### src/rtl/pscl_pkg.sv
// Shared constants for the tick prescaler controller.
// Assumes byte-wide registers on an 8-bit address space.
package pscl_pkg;
    localparam int DATA_W    = 8;
    localparam int ADDR_W    = 8;
    localparam int SLEEP_BIT = 4;
    localparam logic [ADDR_W-1:0] ADDR_MODE  = 8'h00;
    localparam logic [ADDR_W-1:0] ADDR_DIVSR = 8'hFE;
    localparam logic [DATA_W-1:0] MODE_RESET = 8'h10;
endpackage

### src/rtl/pscl_regs.sv
// Mode and divisor registers with a combinational read mux.
// The divisor is writable only while the stored sleep flag is set, and
// values under PRESC_MIN are raised to PRESC_MIN. The next sleep value is
// exported so that downstream timing can act on the same edge as the write.
module pscl_regs
    import pscl_pkg::*;
#(
    parameter int                PRESC_MIN   = 3,
    parameter logic [DATA_W-1:0] PRESC_RESET = 8'h1E
) (
    input  logic              clk,
    input  logic              rst_n,
    input  logic              wr_en,
    input  logic [ADDR_W-1:0] addr,
    input  logic [DATA_W-1:0] wr_data,
    output logic [DATA_W-1:0] mode_q,
    output logic [DATA_W-1:0] presc_q,
    output logic              sleep_nxt,
    output logic [DATA_W-1:0] rd_data
);
    localparam logic [DATA_W-1:0] FLOOR = DATA_W'(PRESC_MIN);

    logic mode_wr;
    logic divsr_wr;

    // Decode the write strobes; the divisor is gated by the current sleep flag.
    always_comb begin
        mode_wr  = wr_en && (addr == ADDR_MODE);
        divsr_wr = wr_en && (addr == ADDR_DIVSR) && mode_q[SLEEP_BIT];
    end

    // Look-ahead of the sleep flag for same-edge reaction in the wake timer.
    always_comb begin
        sleep_nxt = mode_wr ? wr_data[SLEEP_BIT] : mode_q[SLEEP_BIT];
    end

    // Mode register storage.
    always_ff @(posedge clk) begin
        if (!rst_n)       mode_q <= MODE_RESET;
        else if (mode_wr) mode_q <= wr_data;
    end

    // Divisor storage with floor clamp.
    always_ff @(posedge clk) begin
        if (!rst_n)        presc_q <= PRESC_RESET;
        else if (divsr_wr) presc_q <= (wr_data < FLOOR) ? FLOOR : wr_data;
    end

    // Read mux; unmapped addresses return zero.
    always_comb begin
        case (addr)
            ADDR_MODE:  rd_data = mode_q;
            ADDR_DIVSR: rd_data = presc_q;
            default:    rd_data = '0;
        endcase
    end
endmodule

### src/rtl/pscl_wake.sv
// Oscillator-settling timer. Counts WAKE_CYCLES reference cycles after the
// sleep flag clears, then raises ready. Any sleep request clears it at once.
// Assumes WAKE_CYCLES >= 1.
module pscl_wake #(
    parameter int WAKE_CYCLES = 12500
) (
    input  logic clk,
    input  logic rst_n,
    input  logic sleep_q,
    input  logic sleep_nxt,
    output logic ready_q,
    output logic ready_nxt
);
    localparam int WCNT_W = (WAKE_CYCLES > 1) ? $clog2(WAKE_CYCLES) : 1;
    localparam logic [WCNT_W-1:0] LAST = WCNT_W'(WAKE_CYCLES - 1);

    logic [WCNT_W-1:0] wcnt_q;
    logic [WCNT_W-1:0] wcnt_nxt;

    // Next-state of the delay counter and ready flag; sleep has priority.
    always_comb begin
        ready_nxt = ready_q;
        wcnt_nxt  = wcnt_q;
        if (sleep_nxt) begin
            ready_nxt = 1'b0;
            wcnt_nxt  = '0;
        end else if (!ready_q && !sleep_q) begin
            if (wcnt_q == LAST) ready_nxt = 1'b1;
            else                wcnt_nxt  = wcnt_q + 1'b1;
        end
    end

    // State registers of the settling timer.
    always_ff @(posedge clk) begin
        if (!rst_n) begin
            ready_q <= 1'b0;
            wcnt_q  <= '0;
        end else begin
            ready_q <= ready_nxt;
            wcnt_q  <= wcnt_nxt;
        end
    end
endmodule

### src/rtl/pscl_divider.sv
// Reference-cycle divider and PWM period counter. Issues a tick every
// presc+1 cycles while running and counts ticks modulo 2**PERIOD_W.
// Assumes presc is constant while running (it only changes asleep).
module pscl_divider #(
    parameter int DIV_W    = 8,
    parameter int PERIOD_W = 12
) (
    input  logic                clk,
    input  logic                rst_n,
    input  logic                active,
    input  logic                keep,
    input  logic [DIV_W-1:0]    presc,
    output logic                tick,
    output logic [PERIOD_W-1:0] count
);
    logic [DIV_W-1:0] div_q;
    logic             run;

    // Tick fires on the terminal divider value; run needs ready now and next.
    always_comb begin
        tick = active && (div_q == presc);
        run  = active && keep;
    end

    // Divider and period counter; both held at zero when not running.
    always_ff @(posedge clk) begin
        if (!rst_n || !run) begin
            div_q <= '0;
            count <= '0;
        end else if (tick) begin
            div_q <= '0;
            count <= count + 1'b1;
        end else begin
            div_q <= div_q + 1'b1;
        end
    end
endmodule

### src/rtl/tick_prescaler_ctl.sv
// Top level: sleep-gated prescaler producing the PWM count tick.
// Ties register file, wake timer and divider together; the divisor only
// changes while asleep, so the divider never sees a mid-run change.
module tick_prescaler_ctl
    import pscl_pkg::*;
#(
    parameter int                WAKE_CYCLES = 12500,
    parameter int                PRESC_MIN   = 3,
    parameter logic [DATA_W-1:0] PRESC_RESET = 8'h1E,
    parameter int                PERIOD_W    = 12
) (
    input  logic                clk,
    input  logic                rst_n,
    input  logic                reg_wr,
    input  logic [ADDR_W-1:0]   reg_addr,
    input  logic [DATA_W-1:0]   reg_wdata,
    output logic [DATA_W-1:0]   reg_rdata,
    output logic                cnt_tick,
    output logic                tick_ready,
    output logic [PERIOD_W-1:0] pwm_count
);
    logic [DATA_W-1:0] mode_q;
    logic [DATA_W-1:0] presc_q;
    logic              sleep_q;
    logic              sleep_nxt;
    logic              ready_nxt;

    assign sleep_q = mode_q[SLEEP_BIT];

    pscl_regs #(
        .PRESC_MIN  (PRESC_MIN),
        .PRESC_RESET(PRESC_RESET)
    ) u_regs (
        .clk      (clk),
        .rst_n    (rst_n),
        .wr_en    (reg_wr),
        .addr     (reg_addr),
        .wr_data  (reg_wdata),
        .mode_q   (mode_q),
        .presc_q  (presc_q),
        .sleep_nxt(sleep_nxt),
        .rd_data  (reg_rdata)
    );

    pscl_wake #(
        .WAKE_CYCLES(WAKE_CYCLES)
    ) u_wake (
        .clk      (clk),
        .rst_n    (rst_n),
        .sleep_q  (sleep_q),
        .sleep_nxt(sleep_nxt),
        .ready_q  (tick_ready),
        .ready_nxt(ready_nxt)
    );

    pscl_divider #(
        .DIV_W   (DATA_W),
        .PERIOD_W(PERIOD_W)
    ) u_div (
        .clk   (clk),
        .rst_n (rst_n),
        .active(tick_ready),
        .keep  (ready_nxt),
        .presc (presc_q),
        .tick  (cnt_tick),
        .count (pwm_count)
    );
endmodule

### config.mk
export PLATFORM = sky130hd
export DESIGN_NAME = tick_prescaler_ctl
export DESIGN_NICKNAME = d
export VERILOG_FILES = /design/src/rtl/pscl_pkg.sv /design/src/rtl/pscl_regs.sv /design/src/rtl/pscl_wake.sv /design/src/rtl/pscl_divider.sv /design/src/rtl/tick_prescaler_ctl.sv
export SDC_FILE = /design/constraint.sdc
export NUM_CORES = 1
export LEC_CHECK = 0
export CORE_MARGIN = 2
export CORE_UTILIZATION = 40
export CTS_BUF_LIST = sky130_fd_sc_hd__clkbuf_4 sky130_fd_sc_hd__clkbuf_8
export DETAILED_ROUTE_END_ITERATION = 8
export MAX_ROUTING_LAYER = met4
export PLACE_DENSITY = 0.72
export SLEW_MARGIN = 20
export SYNTH_ARGS = -nofsm -noshare
export SYNTH_HDL_FRONTEND = slang
export SYNTH_SLANG_ARGS = --single-unit
### constraint.sdc
create_clock -name clk -period 1.8 [get_ports clk]
set_input_delay 0.18 -clock clk [delete_from_list [all_inputs] [get_ports clk]]
set_output_delay 0.18 -clock clk [all_outputs]
set_load 0.05 [all_outputs]
* Yosys cells after proc, flatten, opt, wreduce, memory -nomap -nowiden
Index checks and enable logic that the tools add are counted.
Cells by class: add/subtract/negate cells 3, order comparisons 1, eq/ne operators 3, muxes and demuxes 6, bitwise gates (word level) 2, reductions and logical operators 15
Operators by type and width (number):
- 8-bit one-hot mux with 2 select lines | 1
- 14-bit by 1-bit adder with 14-bit output (second input constant) | 1
- 14-bit equality test (second input constant) | 1
- 12-bit by 1-bit adder with 12-bit output (second input constant) | 1
- 8-bit by 1-bit adder with 8-bit output (second input constant) | 1
- 8-bit equality test | 1
- 8-bit equality test (second input constant) | 1
- 8-bit zero test | 1
- 8-bit by 2-bit < comparator with 1-bit output (second input constant) | 1
- 8-bit 2-to-1 mux | 1
- 1-bit logical AND | 6
- 1-bit zero test | 4
- 1-bit 2-to-1 mux | 4
- 2-bit OR reduction | 2
- 1-bit inverter | 2
- 2-bit AND reduction | 1
- 1-bit logical OR | 1
Storage, ports and cells: register bits 51, bits of input ports 19, output and inout port bits 22, logic and storage cells 36

* Depth between registers and ports, before layout
Gate-level depths: netlist of the first run.
word-level depth 8, depth in mapped cells 7, mapped depth without buffers 6

* Modules after synthesis
A second synthesis of the first run with hierarchy kept.
Unflattened totals: cell total of the unflattened synthesis 290, area, all modules 2570.0 µm²
By module, submodules not included:
- pscl_divider | times used 1, cells each 117, area each 1041.0 µm², seq. area each 400.4 µm²
- pscl_regs | times used 1, cells each 89, area each 798.3 µm², seq. area each 320.3 µm²
- pscl_wake | times used 1, cells each 84, area each 730.7 µm², seq. area each 300.3 µm²

* Worst setup path before layout of the first run
No wires, ideal clock.
kind register -> output, start reg u_wake.ready_q, end out cnt_tick, data arrival time 1.836 ns, required time 1.620 ns, slack -0.216 ns, cell stages (with the launch flop) 6, path buffers 2, cells stage by stage dfxtp_1 > nand2_1 > or3_1 > clkbuf_1 > clkbuf_1 > inv_1
On the way: word-level cells in the longest chain between the ends 1
Ends and longest elaborated chain:
- start, declared | line pscl_wake.sv:11 | output logic ready_q,
- start signal, assigned | line pscl_wake.sv:39 | ready_q <= ready_nxt;
- 1-bit logical AND | line pscl_divider.sv:21 | tick = active && (div_q == presc);
- end, declared | line tick_prescaler_ctl.sv:18 | output logic cnt_tick,
No other way between the ends.

* Worst setup path after layout of the first run
start reg u_regs.presc_q[1], end reg u_div.count[8]
On the way: word-level cells in the longest chain between the ends 2
Ends and longest elaborated chain:
- start, declared | line pscl_regs.sv:17 | output logic [DATA_W-1:0] presc_q,
- start signal, assigned | line pscl_regs.sv:46 | else if (divsr_wr) presc_q <= (wr_data < FLOOR) ? FLOOR : wr_data;
- 8-bit equality test | line pscl_divider.sv:21
- 1-bit logical AND | line pscl_divider.sv:21
- end signal, assigned | line pscl_divider.sv:32 | count <= count + 1'b1;
- end, declared | line pscl_divider.sv:14 | output logic [PERIOD_W-1:0] count
No other way between the ends. A chain may end at the register's enable or synchronous reset.

==> results of run 1 <==
## worst register-to-register path, cell delays in order (launching register included)
cell and delay, ps:
dfxtp_2 340, xnor2_1 170, nand4_1 150, buf_4 170
or3_4 340, or4_1 500, a21oi_1 150
## state kept, by name, summed over array words and instances (netlist names)
| name | cells |
|---|---|
| u_wake.wcnt_q | 14 |
| u_div.count | 12 |
| u_div.div_q | 8 |
| u_regs.mode_q | 8 |
| u_regs.presc_q | 8 |
| u_wake.ready_q | 1 |
## cell families (layout without fill, tap and decap cells)
kind of cell | count (synthesis) | count (layout) | synth area share [%]
compound gates | 33 | 33 | 10.7
simple gates | 111 | 111 | 24.8
mux | 14 | 14 | 5.85
xor+xnor | 30 | 30 | 11.0
fa+ha+maj | 3 | 3 | 1.57
flops | 51 | 51 | 42.6
buf+inv | 17 | 97 | 3.55
## report_power, final
part | internal, mW | total, mW | switching [mW]
Clock | 0.314 | 0.700 | 0.386
Sequential | 1.13 | 1.13 | 0.000420
Combinational | 0.0493 | 0.0810 | 0.0317
Total | 1.49 | 1.91 | 0.418
## cell type report
cell class | count | area share (%)
inverters | 7 | 0.807
well taps | 75 | 2.63
flip-flops and latches | 51 | 29.2
clock buffers | 6 | 2.32
multi-input cells | 191 | 40.6
repair buffers | 82 | 24.0
clock inverters | 2 | 0.456
## stage by stage
step	cell area [um2]	total power, mW	instances	utilization [%]
after floorplan	2400	1.17	259	-
after global placement	3220	1.24	400	55.1
after detailed placement	3220	1.24	400	55.1
after CTS	3470	1.93	414	59.3
after global routing	3570	1.97	414	60.9
final	3570	1.91	414	60.9
## placed cells by master (no fill, tap or decap), types with 9 or more instances in the layout
cell type	netlist	routed
dfxtp_2	0	13
buf_12	0	12
and3_1	9	9
clkdlybuf4s50_1	0	22
nand3_1	13	13
dfxtp_1	51	37
mux2i_1	14	14
xnor2_1	15	14
nor2_1	33	31
nand2_1	15	15
buf_4	1	34
xor2_1	15	15
nor2b_1	10	10
## repair_timing
action	in CTS	in global routing
pin swaps	26	11
setup buffers	6	1
setup endpoints to repair	44	19
resized for setup	37	27
## per-layer routing
layer | track usage [%] | vias to the layer above | part of all wire, %
li1 | - | 1071 | -
met1 | 20.9 | 999 | 44
met2 | 30.7 | 31 | 52
met3 | 3.67 | 5 | 3.0
met4 | 4.41 | 0 | 0.80
met5 | - | - | 0
## path summary, 6_finish.rpt
kind / from / to / slack (ps) / cells after the start
worst min-delay path: u_wake.wcnt_q[1] / u_wake.wcnt_q[1] / 500 / 2
worst max-delay path: u_regs.presc_q[1] / u_div.count[8] / -80 / 6
worst min register to register: u_wake.wcnt_q[1] / u_wake.wcnt_q[1] / 500 / 2
worst max register to register: u_regs.presc_q[1] / u_div.count[8] / -80 / 6
==> flow_metrics.env, run 1 <==
export IMPL_status="finished with violations"
export IMPL_violations="setup timing"
export IMPL_viasPerCell=5.09
export IMPL_worstMarginPinSlew_ps=503
export IMPL_drtIter0Drc=69
export IMPL_cp_required_ps=2040
export IMPL_crit_chain="xnor2_1, nand4_1, buf_4, or3_4, or4_1, a21oi_1"
export IMPL_cp_slowest_stage_delay_ps=490
export IMPL_fin_tns_setup_ps=-294
export IMPL_yosys_register_bits=51
export IMPL_final_fill_count=491
export IMPL_clockRootBuffer="clkbuf_8"
export IMPL_synth_area_leaders="dfxtp_1 43%, mux2i_1 5.8%, xnor2_1 5.5%, xor2_1 5.5%, nor2_1 5.2%"
export IMPL_synth_top_area_share_pct=42.6
export IMPL_wl_per_cell_um=13.3
export IMPL_grt_overflow_total=0
export IMPL_htreeDepth=2
export IMPL_final_layout_size_suffix_gt1_share_pct=31.3
export IMPL_worst_setup_path_end_kind="register"
export IMPL_post_route_drc_count=0
export IMPL_synth_commonest_cells="51 x dfxtp_1, 33 x nor2_1, 15 x nand2_1, 15 x xnor2_1, 15 x xor2_1"
export IMPL_die_w_um=81.4
export IMPL_ir_drop_uv=369
export IMPL_std_cell_rows=28
export IMPL_ys_warnings_count=0
export IMPL_num_vias=2106
export IMPL_fin_crit_ps=1880
export IMPL_syn_inst=259
export IMPL_hold_viol_final=0
export IMPL_slowest_stage="or4_1"
export IMPL_fin_hold_ws_ps=501
export IMPL_insertion_delay_ps=310
export IMPL_grt_max_degree=17
export IMPL_ioPinCount=41
export IMPL_fp_dieArea_mm2=0.00663
export IMPL_synth_edf_count=0
export IMPL_clock_skew_final_ps=11.6
export IMPL_ys_seq_area_share_pct=42.6
export IMPL_yosysMostFrequentCell="dfxtp_1"
export IMPL_coreArea_mm2=0.00585
export IMPL_avgSynthCellArea_um2=9.25
export IMPL_worst_path_max_fanout=4
export IMPL_min_path_type="register to register"
export IMPL_cts_tree="built"
export IMPL_nets=360
export IMPL_multi_input_area_mm2=0.00145
export IMPL_setup_ws_ps=-76.6
export IMPL_grt_antenna_before_repair=0
export IMPL_synthArstFlopShare_pct=0
export IMPL_clk_pin_slew_ps=100
export IMPL_slew_violations=0
export IMPL_area_delta_synth_final_pct=48.8
export IMPL_leakagePower_nw=1.36
export IMPL_synth_cell_types=36
export IMPL_clockBufferDepth=2
export IMPL_fp_dieH_um=81.4
export IMPL_place_gp_congestion=0.832
export IMPL_seqCellArea_mm2=0.00104
export IMPL_rsz0062_at_grt="yes"
export IMPL_path_class="register to register"
export IMPL_max_freq_mhz=533
export IMPL_portBuffers=40
export IMPL_finalSetupViolCount=8
export IMPL_dpl_hpwl_um=3860
export IMPL_n_antenna_cell=0
export IMPL_ant_nets=0
export IMPL_relSlewSlack_pct=66.3
export IMPL_grtUsageTotal_pct=17.7
export IMPL_initial_core_util_pct=41.0
export IMPL_finalWirelength_um=5500
export IMPL_cellPowerDensity_mw_per_mm2=535
export IMPL_path_buf_inv=1
export IMPL_firstDrtPassIters=4
export IMPL_synth_top_cell_by_area="dfxtp_1"
export IMPL_grt_pass1_wl_um=8910
export IMPL_cpLargestDelayFamily="simple AND/OR/NAND/NOR gates"
export IMPL_synthFlopType="dfxtp_1"
export IMPL_cts_inserted_buffers=5
export IMPL_grt_pass1_vias=2027
export IMPL_syn_num_nets=281
export IMPL_pre_cts_slack_ps=-488
export IMPL_postCtsHoldBufs=0
export IMPL_finalCritPeriodShare_pct=104
export IMPL_cp_start_kind="register"
export IMPL_netlist_area_mm2=0.00240
export IMPL_clock_sinks=51
export IMPL_cp_arrival_ps=2120
export IMPL_maxCapViolCount=0
Note: power is estimated with default switching activity, not from simulation.
==> inputs of run 2 (changes only) <==
CAP_MARGIN = 40   (was default)
==> results of run 2 <==
The final DEF is identical to that of run 1; final timing and power are the same.
